### config.mk
export PLATFORM = sky130hd
export DESIGN_NAME = link_fault_monitor
export DESIGN_NICKNAME = d
export VERILOG_FILES = /design/src/rtl/link_mon_pkg.sv /design/src/rtl/lm_reset_sync.sv /design/src/rtl/lm_edge_detect.sv /design/src/rtl/lm_quiet_timer.sv /design/src/rtl/lm_density_window.sv /design/src/rtl/link_fault_monitor.sv
export SDC_FILE = /design/constraint.sdc
export NUM_CORES = 1
export LEC_CHECK = 0
export BUFFER_PORTS_ARGS = -buffer_cell sky130_fd_sc_hd__buf_2
export CORE_MARGIN = 1
export CORE_UTILIZATION = 35
export DETAILED_ROUTE_END_ITERATION = 10
export PLACE_DENSITY_LB_ADDON = 0.2
export SYNTH_ARGS = -nofsm -noshare
export SYNTH_HDL_FRONTEND = slang
export SYNTH_SLANG_ARGS = --single-unit
export TNS_END_PERCENT = 100
### constraint.sdc
create_clock -name clk -period 1.5 [get_ports clk]
set_clock_uncertainty 0.15 [all_clocks]
set_input_delay 0.3 -clock clk [delete_from_list [all_inputs] [get_ports clk]]
set_output_delay 0.3 -clock clk [all_outputs]
set_load 0.01 [all_outputs]
### src/rtl/link_mon_pkg.sv
package link_mon_pkg;

  // Carrier code as seen at the cd_state port.
  typedef enum logic [1:0] {
    CD_ABSENT  = 2'b00,
    CD_PRESENT = 2'b01,
    CD_OFF     = 2'b10,
    CD_OFF_ALT = 2'b11
  } carrier_e;

endpackage

### src/rtl/lm_reset_sync.sv
module lm_reset_sync (
  input  logic clk,
  input  logic rst_n_a,
  output logic rst_n_s
);

  logic stage1_q;
  logic stage2_q;

  always_ff @(posedge clk or negedge rst_n_a) begin
    if (!rst_n_a) begin
      stage1_q <= 1'b0;
      stage2_q <= 1'b0;
    end else begin
      stage1_q <= 1'b1;
      stage2_q <= stage1_q;
    end
  end

  assign rst_n_s = stage2_q;

endmodule

### src/rtl/lm_edge_detect.sv
module lm_edge_detect (
  input  logic clk,
  input  logic rst_n,
  input  logic sample,
  output logic edge_seen
);

  logic prev_q;
  logic prev_d;
  logic prev_en;

  assign prev_en   = 1'b1;
  assign prev_d    = sample;
  assign edge_seen = sample ^ prev_q;

  always_ff @(posedge clk or negedge rst_n) begin
    if (!rst_n) begin
      prev_q <= 1'b0;
    end else if (prev_en) begin
      prev_q <= prev_d;
    end
  end

endmodule

### src/rtl/lm_quiet_timer.sv
module lm_quiet_timer #(
  parameter int QUIET_LIMIT = 512
) (
  input  logic clk,
  input  logic rst_n,
  input  logic edge_seen,
  output logic timeout
);

  localparam int CW = $clog2(QUIET_LIMIT + 1);
  localparam logic [CW-1:0] LIMIT_C = CW'(QUIET_LIMIT);
  localparam logic [CW-1:0] LAST_C  = CW'(QUIET_LIMIT - 1);

  logic [CW-1:0] cnt_q;
  logic [CW-1:0] cnt_d;
  logic          cnt_en;

  always_comb begin
    cnt_en = 1'b1;
    if (edge_seen) begin
      cnt_d = '0;
    end else if (cnt_q == LIMIT_C) begin
      cnt_d = cnt_q;
    end else begin
      cnt_d = cnt_q + 1'b1;
    end
  end

  // This quiet sample completes the run of QUIET_LIMIT.
  assign timeout = !edge_seen && (cnt_q == LAST_C);

  always_ff @(posedge clk or negedge rst_n) begin
    if (!rst_n) begin
      cnt_q <= '0;
    end else if (cnt_en) begin
      cnt_q <= cnt_d;
    end
  end

  p_quiet_clear_r2: assert property (@(posedge clk) disable iff (!rst_n)
    edge_seen |=> (cnt_q == '0))
    else $error("quiet count not cleared after an edge");

  p_quiet_sat_r3: assert property (@(posedge clk) disable iff (!rst_n)
    cnt_q <= LIMIT_C)
    else $error("quiet count beyond saturation");

endmodule

### src/rtl/lm_density_window.sv
module lm_density_window #(
  parameter int WINDOW_LEN = 512,
  parameter int MIN_EDGES  = 64
) (
  input  logic clk,
  input  logic rst_n,
  input  logic run,
  input  logic edge_seen,
  output logic pass
);

  localparam int WW = (WINDOW_LEN > 1) ? $clog2(WINDOW_LEN) : 1;
  localparam int EW = $clog2(MIN_EDGES + 1);
  localparam logic [WW-1:0] WIN_LAST_C = WW'(WINDOW_LEN - 1);
  localparam logic [EW-1:0] TARGET_C   = EW'(MIN_EDGES);

  logic [WW-1:0] win_q, win_d;
  logic [EW-1:0] cnt_q, cnt_d;
  logic [EW-1:0] sum;
  logic          win_en;

  assign sum  = cnt_q + EW'(edge_seen);
  assign pass = run && (sum >= TARGET_C);

  always_comb begin
    win_en = 1'b1;
    if (!run || pass || (win_q == WIN_LAST_C)) begin
      win_d = '0;
      cnt_d = '0;
    end else begin
      win_d = win_q + 1'b1;
      cnt_d = sum;
    end
  end

  always_ff @(posedge clk or negedge rst_n) begin
    if (!rst_n) begin
      win_q <= '0;
      cnt_q <= '0;
    end else if (win_en) begin
      win_q <= win_d;
      cnt_q <= cnt_d;
    end
  end

  p_below_target_r4: assert property (@(posedge clk) disable iff (!rst_n)
    cnt_q < TARGET_C)
    else $error("frame edge count reached target without recovery");

  p_idle_clear_r4: assert property (@(posedge clk) disable iff (!rst_n)
    !run |=> (win_q == '0) && (cnt_q == '0))
    else $error("window counters not idle while healthy");

endmodule

### src/rtl/link_fault_monitor.sv
module link_fault_monitor
  import link_mon_pkg::*;
#(
  parameter int QUIET_LIMIT = 512,
  parameter int WINDOW_LEN  = 512,
  parameter int MIN_EDGES   = 64
) (
  input  logic       clk,
  input  logic       rst_n,
  input  logic       rx_bit,
  input  logic [1:0] cd_state,
  input  logic       out_of_lock,
  output logic       link_ok,
  output logic       track_ref,
  output logic       rx_bit_gated
);

  logic     rst_s_n;
  logic     edge_seen;
  logic     timeout;
  logic     pass;
  logic     healthy_q;
  logic     healthy_d;
  logic     healthy_en;
  carrier_e cd;

  assign cd = carrier_e'(cd_state);

  lm_reset_sync u_rst (
    .clk     (clk),
    .rst_n_a (rst_n),
    .rst_n_s (rst_s_n)
  );

  lm_edge_detect u_edge (
    .clk       (clk),
    .rst_n     (rst_s_n),
    .sample    (rx_bit),
    .edge_seen (edge_seen)
  );

  lm_quiet_timer #(.QUIET_LIMIT(QUIET_LIMIT)) u_quiet (
    .clk       (clk),
    .rst_n     (rst_s_n),
    .edge_seen (edge_seen),
    .timeout   (timeout)
  );

  lm_density_window #(.WINDOW_LEN(WINDOW_LEN), .MIN_EDGES(MIN_EDGES)) u_win (
    .clk       (clk),
    .rst_n     (rst_s_n),
    .run       (!healthy_q),
    .edge_seen (edge_seen),
    .pass      (pass)
  );

  // Detector verdict, independent of the carrier code.
  always_comb begin
    healthy_en = 1'b1;
    healthy_d  = healthy_q ? !timeout : pass;
  end

  always_ff @(posedge clk or negedge rst_s_n) begin
    if (!rst_s_n) begin
      healthy_q <= 1'b0;
    end else if (healthy_en) begin
      healthy_q <= healthy_d;
    end
  end

  // Output selection follows the carrier code in the same cycle.
  always_comb begin
    unique case (cd)
      CD_ABSENT: begin
        link_ok      = 1'b0;
        track_ref    = 1'b1;
        rx_bit_gated = 1'b0;
      end
      CD_PRESENT: begin
        link_ok      = healthy_q && !out_of_lock;
        track_ref    = !healthy_q;
        rx_bit_gated = rx_bit;
      end
      default: begin
        link_ok      = !out_of_lock;
        track_ref    = 1'b0;
        rx_bit_gated = rx_bit;
      end
    endcase
  end

  p_fault_after_quiet_r3: assert property (@(posedge clk) disable iff (!rst_s_n)
    $fell(healthy_q) |-> $past(!edge_seen))
    else $error("fault entered on a sample that had an edge");

  p_recover_on_edge_r4: assert property (@(posedge clk) disable iff (!rst_s_n)
    $rose(healthy_q) |-> $past(edge_seen))
    else $error("recovery on a sample without an edge");

endmodule

==> results.md <==
* Core Region at around 4000 sq um
* Cell Pwr Density at 866 nW/um^2
* Register area share after synthesis at about half
* Mapped Nets at 145
* Num rows at 23
* WP data arrival at 1.89 ns
* Status: finished, violations left
* CP startpoint kind: flip-flop
* # IOs at 9
* Synthesis-stage register bit count at 30
* First-pass GRT wire length at about 4600 microns
* Post-synthesis area per instance at between 10 and 15 sq um
* Min-delay worst type: flip-flop to asynchronous set/reset pin
* Mean number of vias per cell at 4.63
* CTS tree: done
* Failing checks: negative setup slack
* Placed cell area at 1760 sq um
* # placed instances at 212
* Adder-Cell Fraction of Synth Area at 5.12%
* Cell area after layout at 2050 sq um
* Antenna Nets Post-Route at 0
* Clock root cell: clkbuf_8
* Yosys warning total at 0
* Hold Fails Final Rpt at 0
* Initial antenna violation count at 0
* # fillers at 362
* Mapped Cells at about 130
* Drt drc at 0
* Maximum vdd drop at 874 uV
* FMAX at 0.536 GHz
* Post-DP HPWL at about 1900 microns
* R2r endpoint: u_win.win_q[2]
* Total gr overflow at 0
* Drt total wl at roughly 2800 microns
* Proportion of synthesized area in mux cells at 2.31%
* Net count reported at finish at 189
* CTS Sinks at 30
* IO Port Bufs at 8
* Netlist Area Pre-Place at 1470 sq um
* Final max-slew violation count at 0
* Largest net degree at the start of global routing at 29
* Area delta synth->final at 40.0%
* Clock Tree Buf Depth at 2
* Final setup violation count at 16
* Netlist cell types at 31
* Tcrit/Tclk final at 124%
* Non-Filler Instances at 228
* Unrepaired setup endpoints after global routing: yes
* Setup TNS at -5.46 ns
* Crit path max fanout at 13
* Crit Path Category: flip-flop to flip-flop
* Global Route Usage Sum at 14.4%
* Largest family of logic cells by synthesized area: simple AND/OR/NAND/NOR gates
* Cts bufs inserted at 5
* Post-synthesis simple-gate area fraction at around a quarter
* Die Width at about 67 microns
* R2R cell count at 8
* Number of global-route vias before repair at 1,079
* DR pass1 iterations at 4
* Leakage at 0.891 nW
* Routability cong. at 0.699
* Worst slack at placement at -0.463 ns
* Compound-Gate Fraction of Synth Area at under 10%
* Initial core utilization at 36.6%
* Clock transition at path regs at 0.06 ns
* H-tree depth at 2
* Antenna Cells at 0
* Fin crit period at 1.87 ns
* Post-synthesis xor/xnor area fraction at between 10% and 20%
* Final Worst Setup Slack at -0.366 ns
* RR Startpoint: u_edge.prev_q
* Worst Path Required at 1.52 ns
* DR WL/cell at about 12 microns
* FF-to-FF setup slack at -0.37 ns
* Iter 0 DRT Violations at 48
* CP endpoint kind: flip-flop
* Die height at between 60 and 70 microns
* Layout cells sized above 1 at 43.8%
* Vias after detailed routing at about 1.1k
* Max Cap Viol at 0
* DIE AREA at 4450 sq um
* Worst-skew pair later-pin latency at 0.28 ns
-- timing repair --
action,in CTS,in global routing
buffers inserted,9,3
pin swaps,5,6
setup endpoints to repair,18,22
resized for setup,18,8
endpoints found under the hold margin,2,0
hold buffers,1,0
-- worst max-delay path, stage by stage (launching register included) --
cell     delay [ns]
dfrtp_1        0.40
xor2_2         0.20
ha_4           0.18
ha_4           0.14
nand3_4        0.08
nor2_4         0.10
mux2i_2        0.28
buf_12         0.19
nor2_1         0.05
-- stage by stage --
stage               hold slack (ns)  util, %  total power, mW
floorplan                    -0.146        -            0.930
global placement            -0.0655     44.0            0.984
detailed placement          -0.0630     44.0            0.992
CTS                           0.112     50.7             1.81
global route                  0.125     51.3             1.86
finish                       0.0935     51.3             1.78
-- cells in the mapped netlist (all sizes together) --
master / instances / area share, %
xnor2: 8 / 4.8
ha: 6 / 5.1
xor2: 12 / 7.2
nand4: 4 / 2.1
nand3b: 1 / 0.51
conb: 2 / 0.51
a21oi: 2 / 0.68
and4: 1 / 0.60
nand3: 10 / 3.8
nand2: 4 / 1.0
nor4: 1 / 0.43
and3: 3 / 1.3
o21a: 1 / 0.51
nor4b: 1 / 1.0
nor3: 1 / 0.68
mux2i: 3 / 2.3
inv: 7 / 1.8
dfrtp: 30 / 51
nor2b: 1 / 0.60
or2b: 1 / 0.51
and2: 2 / 0.85
nor2: 27 / 9.5
buf: 2 / 1.1
nor3b: 3 / 1.9
-- layout make-up --
type                            count  area, sq um  area share, %
Clock inverter                      3         40.0           1.95
Timing Repair Buffer               39          303           14.8
Inverter                            7         26.3           1.28
Sequential cell                    30          753           36.7
Multi-Input combinational cell     94          797           38.9
Clock buffer                        5         68.8           3.36
Tap cell                           50         62.6           3.05
-- flip-flops by register name (all words and copies together), names as in the netlist --
| signal | flops |
|---|---|
| u_quiet.cnt_q | 10 |
| u_edge.prev_q | 1 |
| u_rst.stage1_q | 1 |
| u_win.win_q | 9 |
| u_rst.rst_n_s | 1 |
| u_win.cnt_q | 7 |
| healthy_q | 1 |
-- cell families after synthesis --
family,count (synthesis)
AO/OA/AOI/OAI,3
XOR/XNOR,20
adder cells (fa/ha/maj),6
buffers and inverters,9
flip-flops,30
multiplexers,3
other,2
AND/OR/NAND/NOR,60
-- routing by layer --
| layer | up-vias | GRT usage, % | routed length [microns] |
|---|---|---|---|
| met4 | 0 | 7.98 | 65 |
| li1 | 521 | - | - |
| met5 | - | 0 | 0 |
| met2 | 8 | 22.7 | 1420 |
| met1 | 519 | 17.7 | 1210 |
| met3 | 7 | 3.60 | 59 |
-- worst max-delay path by stage --
stage                              from              to  slack, ns  depth (start not counted)
after floorplan           u_edge.prev_q  u_win.cnt_q[5]      -0.54                          9
after global placement           rx_bit  u_win.win_q[3]      -0.44                          9
after detailed placement         rx_bit  u_win.win_q[2]      -0.46                          9
after CTS                 u_edge.prev_q  u_win.win_q[3]      -0.40                          8
after global routing      u_edge.prev_q  u_win.win_q[2]      -0.45                          8
final                     u_edge.prev_q  u_win.win_q[2]      -0.37                          8
-- cells in the final DEF (no fill, tap or decap), types with 4 or more instances in the layout --
cell	synthesis	final
buf_4	0	25
xnor2_1	8	7
dfrtp_1	30	28
nand2_1	4	4
nor2_1	16	15
nor2_2	9	9
nand3_1	9	7
buf_6	1	4
inv_1	7	7
xor2_1	12	11
clkbuf_8	0	5
buf_2	1	8
-- report_power, final --
group / switching, mW / total [mW] / internal (mW)
registers: 0.0177 / 0.846 / 0.829
logic: 0.0768 / 0.140 / 0.0631
clock network: 0.301 / 0.789 / 0.488
No activity file was read; power rests on OpenSTA's default activity.
